<file path="src/rtl/ea_pkg.sv">
package ea_pkg;
  localparam int unsigned ADDR_W    = 32;
  localparam int unsigned NUM_AREG  = 8;
  localparam int unsigned IDX_W     = $clog2(NUM_AREG);
  localparam int unsigned STACK_IDX = NUM_AREG - 1;
  localparam int unsigned EXT_W     = 3;

  localparam logic [2:0] MODE_DREG    = 3'd0;
  localparam logic [2:0] MODE_AREG    = 3'd1;
  localparam logic [2:0] MODE_IND     = 3'd2;
  localparam logic [2:0] MODE_POSTINC = 3'd3;
  localparam logic [2:0] MODE_PREDEC  = 3'd4;

  typedef enum logic [1:0] {
    SZ_BYTE = 2'b00,
    SZ_WORD = 2'b01,
    SZ_LONG = 2'b10,
    SZ_BAD  = 2'b11
  } op_size_e;

  typedef struct packed {
    logic legal;
    logic is_mem;
    logic areg_sel;
    logic upd_en;
    logic upd_dec;
  } mode_ctl_t;
endpackage

</file>
<file path="src/rtl/ea_mode_decode.sv">
module ea_mode_decode
  import ea_pkg::*;
#(
  parameter int unsigned EXT_BITS = EXT_W
) (
  input  logic [2:0]          mode,
  input  logic [1:0]          size,
  output mode_ctl_t           ctl,
  output logic [EXT_BITS-1:0] ext_cnt
);
  logic size_ok;

  always_comb begin
    size_ok = (size != SZ_BAD);
    ctl     = '0;
    ext_cnt = '0;
    unique case (mode)
      MODE_DREG: begin
        ctl.legal = size_ok;
      end
      MODE_AREG: begin
        ctl.legal    = size_ok;
        ctl.areg_sel = 1'b1;
      end
      MODE_IND: begin
        ctl.legal    = size_ok;
        ctl.is_mem   = 1'b1;
        ctl.areg_sel = 1'b1;
      end
      MODE_POSTINC: begin
        ctl.legal    = size_ok;
        ctl.is_mem   = 1'b1;
        ctl.areg_sel = 1'b1;
        ctl.upd_en   = 1'b1;
      end
      MODE_PREDEC: begin
        ctl.legal    = size_ok;
        ctl.is_mem   = 1'b1;
        ctl.areg_sel = 1'b1;
        ctl.upd_en   = 1'b1;
        ctl.upd_dec  = 1'b1;
      end
      default: begin
        ctl = '0;
      end
    endcase
  end
endmodule

</file>
<file path="src/rtl/ea_step_calc.sv">
module ea_step_calc
  import ea_pkg::*;
#(
  parameter int unsigned AW     = ADDR_W,
  parameter int unsigned IW     = IDX_W,
  parameter int unsigned SP_IDX = STACK_IDX
) (
  input  logic [IW-1:0] reg_idx,
  input  logic [1:0]    size,
  output logic [AW-1:0] step
);
  localparam logic [IW-1:0] SP_CODE = IW'(SP_IDX);

  logic is_sp;

  always_comb begin
    is_sp = (reg_idx == SP_CODE);
    unique case (size)
      SZ_BYTE: step = is_sp ? AW'(2) : AW'(1);
      SZ_WORD: step = AW'(2);
      SZ_LONG: step = AW'(4);
      default: step = AW'(4);
    endcase
  end
endmodule

</file>
<file path="src/rtl/ea_addr_alu.sv">
module ea_addr_alu #(
  parameter int unsigned AW = 32
) (
  input  logic [AW-1:0] base,
  input  logic [AW-1:0] step,
  input  logic          dec,
  output logic [AW-1:0] issue_addr,
  output logic [AW-1:0] new_ptr
);
  logic [AW-1:0] sum;
  logic [AW-1:0] diff;

  always_comb begin
    sum  = base + step;
    diff = base - step;
    if (dec) begin
      new_ptr    = diff;
      issue_addr = diff;
    end else begin
      new_ptr    = sum;
      issue_addr = base;
    end
  end
endmodule

</file>
<file path="src/rtl/ea_gen_unit.sv">
module ea_gen_unit
  import ea_pkg::*;
#(
  parameter int unsigned AW    = ADDR_W,
  parameter int unsigned NREG  = NUM_AREG,
  parameter int unsigned IW    = IDX_W,
  parameter int unsigned EXTW  = EXT_W
) (
  input  logic              clk,
  input  logic              rst_n,
  input  logic              start_i,
  input  logic [2:0]        mode_i,
  input  logic [IW-1:0]     reg_i,
  input  logic [1:0]        size_i,
  input  logic [NREG*AW-1:0] a_regs_i,
  output logic              valid_o,
  output logic              mem_o,
  output logic [IW:0]       opnd_sel_o,
  output logic [AW-1:0]     addr_o,
  output logic [EXTW-1:0]   ext_words_o,
  output logic              illegal_o,
  output logic              wb_en_o,
  output logic [IW-1:0]     wb_reg_o,
  output logic [AW-1:0]     wb_data_o
);
  localparam int unsigned SP_IDX = NREG - 1;

  // reset: asserted asynchronously, released on the clock
  logic rst_meta_q;
  logic rst_sync_q;

  always_ff @(posedge clk or negedge rst_n) begin
    if (!rst_n) begin
      rst_meta_q <= 1'b0;
      rst_sync_q <= 1'b0;
    end else begin
      rst_meta_q <= 1'b1;
      rst_sync_q <= rst_meta_q;
    end
  end

  // address register read
  logic [AW-1:0] areg [NREG];

  for (genvar g = 0; g < NREG; g++) begin : g_unpack
    assign areg[g] = a_regs_i[g*AW +: AW];
  end

  logic [AW-1:0] base;
  assign base = areg[reg_i];

  // datapath pieces
  mode_ctl_t       ctl;
  logic [EXTW-1:0] ext_cnt;
  logic [AW-1:0]   step;
  logic [AW-1:0]   issue_addr;
  logic [AW-1:0]   new_ptr;

  ea_mode_decode #(.EXT_BITS(EXTW)) u_decode (
    .mode    (mode_i),
    .size    (size_i),
    .ctl     (ctl),
    .ext_cnt (ext_cnt)
  );

  ea_step_calc #(.AW(AW), .IW(IW), .SP_IDX(SP_IDX)) u_step (
    .reg_idx (reg_i),
    .size    (size_i),
    .step    (step)
  );

  ea_addr_alu #(.AW(AW)) u_alu (
    .base       (base),
    .step       (step),
    .dec        (ctl.upd_dec),
    .issue_addr (issue_addr),
    .new_ptr    (new_ptr)
  );

  // next state
  logic            valid_d, illegal_d, wb_en_d, mem_d;
  logic [IW:0]     sel_d;
  logic [AW-1:0]   addr_d, wb_data_d;
  logic [EXTW-1:0] ext_d;
  logic            load_en;

  always_comb begin
    load_en   = start_i;
    valid_d   = start_i &  ctl.legal;
    illegal_d = start_i & ~ctl.legal;
    wb_en_d   = start_i &  ctl.legal & ctl.upd_en;
    mem_d     = ctl.legal & ctl.is_mem;
    sel_d     = {ctl.areg_sel, reg_i};
    addr_d    = mem_d ? issue_addr : '0;
    wb_data_d = (ctl.legal && ctl.upd_en) ? new_ptr : base;
    ext_d     = ext_cnt;
  end

  // registers
  logic            valid_q, illegal_q, wb_en_q, mem_q;
  logic [IW:0]     sel_q;
  logic [AW-1:0]   addr_q, wb_data_q;
  logic [IW-1:0]   wb_reg_q;
  logic [EXTW-1:0] ext_q;

  always_ff @(posedge clk or negedge rst_sync_q) begin
    if (!rst_sync_q) begin
      valid_q   <= 1'b0;
      illegal_q <= 1'b0;
      wb_en_q   <= 1'b0;
    end else begin
      valid_q   <= valid_d;
      illegal_q <= illegal_d;
      wb_en_q   <= wb_en_d;
    end
  end

  always_ff @(posedge clk or negedge rst_sync_q) begin
    if (!rst_sync_q) begin
      mem_q     <= 1'b0;
      sel_q     <= '0;
      addr_q    <= '0;
      wb_reg_q  <= '0;
      wb_data_q <= '0;
      ext_q     <= '0;
    end else if (load_en) begin
      mem_q     <= mem_d;
      sel_q     <= sel_d;
      addr_q    <= addr_d;
      wb_reg_q  <= reg_i;
      wb_data_q <= wb_data_d;
      ext_q     <= ext_d;
    end
  end

  assign valid_o     = valid_q;
  assign illegal_o   = illegal_q;
  assign wb_en_o     = wb_en_q;
  assign mem_o       = mem_q;
  assign opnd_sel_o  = sel_q;
  assign addr_o      = addr_q;
  assign wb_reg_o    = wb_reg_q;
  assign wb_data_o   = wb_data_q;
  assign ext_words_o = ext_q;

  // assertions
  logic [AW-1:0] ptr_delta;
  assign ptr_delta = wb_data_o - addr_o;

  assert_latency_R12: assert property (@(posedge clk) disable iff (!rst_sync_q)
    start_i |=> (valid_o != illegal_o));

  assert_idle_R12: assert property (@(posedge clk) disable iff (!rst_sync_q)
    !start_i |=> (!valid_o && !illegal_o && !wb_en_o));

  assert_wb_with_valid_R12: assert property (@(posedge clk) disable iff (!rst_sync_q)
    wb_en_o |-> (valid_o && mem_o));

  assert_ext_zero_R9: assert property (@(posedge clk) disable iff (!rst_sync_q)
    valid_o |-> (ext_words_o == '0));

  assert_illegal_quiet_R10: assert property (@(posedge clk) disable iff (!rst_sync_q)
    illegal_o |-> (!valid_o && !wb_en_o));

  assert_direct_no_wb_R2: assert property (@(posedge clk) disable iff (!rst_sync_q)
    (valid_o && !mem_o) |-> !wb_en_o);

  assert_predec_same_R6: assert property (@(posedge clk) disable iff (!rst_sync_q)
    (valid_o && wb_en_o && $past(mode_i) == MODE_PREDEC) |-> (addr_o == wb_data_o));

  assert_postinc_step_R5: assert property (@(posedge clk) disable iff (!rst_sync_q)
    (valid_o && wb_en_o && $past(mode_i) == MODE_POSTINC) |->
      (ptr_delta == AW'(1) || ptr_delta == AW'(2) || ptr_delta == AW'(4)));

  assert_sp_even_R8: assert property (@(posedge clk) disable iff (!rst_sync_q)
    (valid_o && wb_en_o && $past(mode_i) == MODE_POSTINC && $past(reg_i) == IW'(SP_IDX))
      |-> (ptr_delta != AW'(1)));
endmodule

</file>
<file path="config.mk">
export PLATFORM = sky130hd
export DESIGN_NAME = ea_gen_unit
export DESIGN_NICKNAME = d
export VERILOG_FILES = /design/src/rtl/ea_pkg.sv /design/src/rtl/ea_mode_decode.sv /design/src/rtl/ea_step_calc.sv /design/src/rtl/ea_addr_alu.sv /design/src/rtl/ea_gen_unit.sv
export SDC_FILE = /design/constraint.sdc
export NUM_CORES = 1
export LEC_CHECK = 0
export BUFFER_PORTS_ARGS = -buffer_cell sky130_fd_sc_hd__clkbuf_2
export CAP_MARGIN = 0
export CORE_MARGIN = 4
export CORE_UTILIZATION = 30
export DETAILED_ROUTE_END_ITERATION = 10
export SLEW_MARGIN = 40
export SYNTH_ARGS = -nofsm -noshare
export SYNTH_HDL_FRONTEND = slang
export SYNTH_SLANG_ARGS = --single-unit
export TNS_END_PERCENT = 20
</file>
<file path="constraint.sdc">
create_clock -name clk -period 2.1 [get_ports clk]
set_input_delay 0.21 -clock clk [delete_from_list [all_inputs] [get_ports clk]]
set_output_delay 0.21 -clock clk [all_outputs]
set_load 0.02 [all_outputs]
</file>
==> metrics.md <==
| Metric | Value |
|---|---|
| Leakage | `5.22 nW` |
| Endpoints failing setup | `56` |
| IO Pins | `345` |
| Status | `complete, but fails checks` |
| Routed wire length | `28,100 µm` |
| Yosys warns | `0` |
| # port buffers | `341` |
| RSZ-0062 raised after global routing | `true` |
| Vias in the first global route | `7,527` |
| TritonCTS clock tree | `built` |
| Drt pass-1 iters | `5` |
| Sequential fraction of the synthesis area | `0.270` |
| Initial Utilization | `0.304` |
| Worst setup path endpoint | `wb_data_o[10]$_DFFE_PN0P_` |
| Final Hold Fails | `0` |
| Vias per inst | `5.15` |
| Slew Limit Fails | `0` |
| Post-synth EDFFs | `0` |
| Post-route cell area | `11,100 µm²` |
| Slew margin rel. | `0.586` |
| Vias | `7,258` |
| Reg2reg path depth | `3` |
| Critical Path AT | `2.84 ns` |
| Worst Setup SP | `reg_i[0]` |
| FMAX | `384 MHz` |
| R2r setup slk | `1.20 ns` |
| Synth area leaders | `dfrtp_1, mux4_2, mux4_1, xnor2_1, o2bb2ai_1` |
| 1st-iter DRT viols | `355` |
| Clock-pin slew on the worst setup and hold paths | `0.06 ns` |
| Fin Hold WS | `0.186 ns` |
| Die ar. | `25,400 µm²` |
| Clk Latency, worst-skew pair | `0.34 ns` |
| Largest net degree at the start of global routing | `69` |
| Die Height | `159 µm` |
| Post-route DRC | `0` |
| H-Tree Depth | `3` |
| GRT Overall Usage | `0.216` |
| Avg WL per Cell | `19.9 µm` |
| Peak VDD IR | `404 µV` |
| Library cells used by synthesis | `70` |
| Utilization after layout | `0.492` |
| Hold/Removal Path Class | `primary input to async pin` |
| CTS Sinks | `74` |
| Antenna violations before repair | `2` |
| Proportion of layout cells with a drive suffix above 1 | `0.638` |
| Tcrit/Tclk final | `1.24` |
| CP Capture Type | `flop` |
| Final setup margin | `-0.507 ns` |
| Row count | `55` |
| Post-Syn Area per Cell | `10.8 µm²` |
| Power Dens Cells | `536 nW/µm²` |
| WP data required | `2.33 ns` |
| First-pass GRT wire length | `43,000 µm` |
| Synthesized flop and latch total | `74` |
| Core ar. | `22,600 µm²` |
| Nets | `1,393` |
| Dpl hpwl | `22,800 µm` |
| CTS buffer count | `9` |
| RR Startpoint | `wb_data_o[26]$_DFFE_PN0P_` |
| Fin cells | `1,410` |
| Max-cap violations | `0` |
| Clk_skew | `0.00919 ns` |
| Synth area leader | `dfrtp_1` |
| Synthesized area | `6870 µm²` |
| Async SR Flop Fraction | `1.00` |
| Critical path class | `primary input to flop` |
| Main synth FF type | `dfrtp_1` |
| Final min period | `2.61 ns` |
| P&R area growth vs syn | `61.7%` |
| Root Buffer | `clkbuf_16` |
| Dpl cells | `1,375` |
| Failing checks | `negative setup slack` |
| Routability-driven placement congestion ratio | `0.878` |
| Post-synth top area share | `0.270` |
| Maximum clock path buffer count | `2` |
| RR Endpoint | `wb_data_o[26]$_DFFE_PN0P_` |
| Cell Area, Placed | `10,100 µm²` |
| Power, Total | `5.95 mW` |
| Width of the die | `159 µm` |
| Cells after synthesis | `635` |
| Crit path max fanout | `7` |
| Overflow after GRT | `0` |
| Final ANT Viol Nets | `0` |
| Worst-Margin Slew | `0.618 ns` |
| Startpoint Class | `primary input` |
## final cells by class
| class | instances | area [µm²] |
|---|---|---|
| sequential | 74 | 1860 |
| timing repair buffer | 520 | 3360 |
| antenna | 2 | 5.00 |
| fill | 2124 | 11500 |
| inverter | 13 | 48.8 |
| clock buffer | 10 | 239 |
| multi-input combinational | 500 | 5160 |
| clock inverter | 6 | 72.6 |
| tap | 285 | 357 |
## cells by family after synthesis
| logic type | count (synthesis) | synth area share |
|---|---|---|
| muxes | 116 | 0.306 |
| DFF | 74 | 0.270 |
| AOI/OAI and AO/OA | 120 | 0.124 |
| buffers and inverters | 63 | 0.0572 |
| xor gates and xnor gates | 47 | 0.0599 |
| adders and majority gates | 8 | 0.0168 |
| and+or+nand+nor | 205 | 0.165 |
| other | 2 | 0.00109 |
## synthesized netlist by cell type, types with 6 or more instances
| master | instances |
|---|---|
| nand4_1 | 8 |
| nor2_1 | 45 |
| clkbuf_1 | 23 |
| xor2_1 | 11 |
| and2_1 | 8 |
| a21oi_1 | 25 |
| nand3_1 | 20 |
| mux4_1 | 21 |
| xnor2_1 | 36 |
| buf_6 | 6 |
| inv_1 | 13 |
| mux2i_2 | 9 |
| mux2_2 | 19 |
| nand2_1 | 59 |
| nor3_1 | 14 |
| mux4_2 | 41 |
| dfrtp_1 | 74 |
| o2bb2ai_1 | 33 |
| buf_4 | 9 |
| o21ai_0 | 20 |
| mux2i_1 | 22 |
| ha_1 | 6 |
| buf_2 | 7 |
| and3_1 | 10 |
## registers in the layout (all words and copies together) (netlist names)
name        cells
valid_o         1
opnd_sel_o      4
rst_sync_q      1
addr_o         32
wb_en_o         1
mem_o           1
wb_data_o      32
rst_meta_q      1
illegal_o       1
## repair_timing
| item | CTS | global route |
|---|---|---|
| hold buffers | 1 | 0 |
| resized for setup | 85 | 30 |
| endpoints found under the hold margin | 2 | 0 |
| cloned | 3 | 0 |
| endpoints found under the setup margin | 60 | 57 |
| pin swaps | 22 | 13 |
| buffers inserted | 11 | 3 |
## where the power goes
part           switching [mW]  internal (mW)
logic                    1.32           1.26
registers               0.117           1.60
clock network           0.676          0.966
total                    2.12           3.83
## worst max-delay path, stage by stage
cell     delay [ns]
buf_16         0.14
mux4_2         0.51
nand2_1        0.07
and2_4         0.17
inv_2          0.06
ha_4           0.16
fa_2           0.37
a21oi_4        0.28
nor4_4         0.07
and2_4         0.15
nor2b_1        0.12
o21ai_1        0.14
xor2_1         0.10
mux2_4         0.26
## placed cells by master, fill, tap and decap left out, types with 5 or more instances in the layout
cell,synthesis,final
a211o_1,5,5
a21oi_1,25,15
a21oi_2,0,8
and2_1,8,6
and3_1,10,7
buf_12,4,12
buf_4,9,147
buf_6,6,17
clkbuf_16,0,9
clkbuf_2,0,338
dfrtp_1,74,73
inv_1,13,11
mux2_2,19,15
mux2_4,3,7
mux2i_1,22,14
mux2i_2,9,10
mux2i_4,1,8
mux4_1,21,17
mux4_2,41,45
nand2_1,59,53
nand2_2,2,8
nand3_1,20,15
nand3_2,2,7
nand4_1,8,8
nor2_1,45,42
nor3_1,14,7
nor3_2,1,5
nor4_4,5,7
o21ai_0,20,10
o21ai_1,2,9
o2bb2ai_1,33,32
xnor2_1,36,26
xnor2_2,0,10
xor2_1,11,9
## routing by layer
layer,vias to the layer above,share of wire,track usage
met2,281,0.52,0.389
met1,3547,0.41,0.270
li1,3409,-,-
met5,-,0,0
met4,0,0.014,0.0540
met3,21,0.054,0.0352
## per-stage QoR
stage          worst slack, ns  setup TNS [ns]
2_1_floorplan            -1.24          -69.03
3_3_place_gp             -1.09          -52.63
3_5_place_dp             -1.17          -56.60
4_1_cts                 -0.505          -17.80
5_1_grt                 -0.559          -22.71
6_report                -0.507          -18.25
## worst min path at each step
stage	to	cells past startpoint	from	slack, ns
global placement	rst_meta_q$_DFF_PN0_	1	rst_n	0.001
global route	rst_sync_q$_DFF_PN0_	2	rst_n	0.20
detailed placement	rst_meta_q$_DFF_PN0_	1	rst_n	0.0005
floorplan	rst_meta_q$_DFF_PN0_	0	rst_n	-0.09
CTS	rst_sync_q$_DFF_PN0_	2	rst_n	0.18
finish	rst_sync_q$_DFF_PN0_	2	rst_n	0.19
Power figures use the tool's default switching activity.
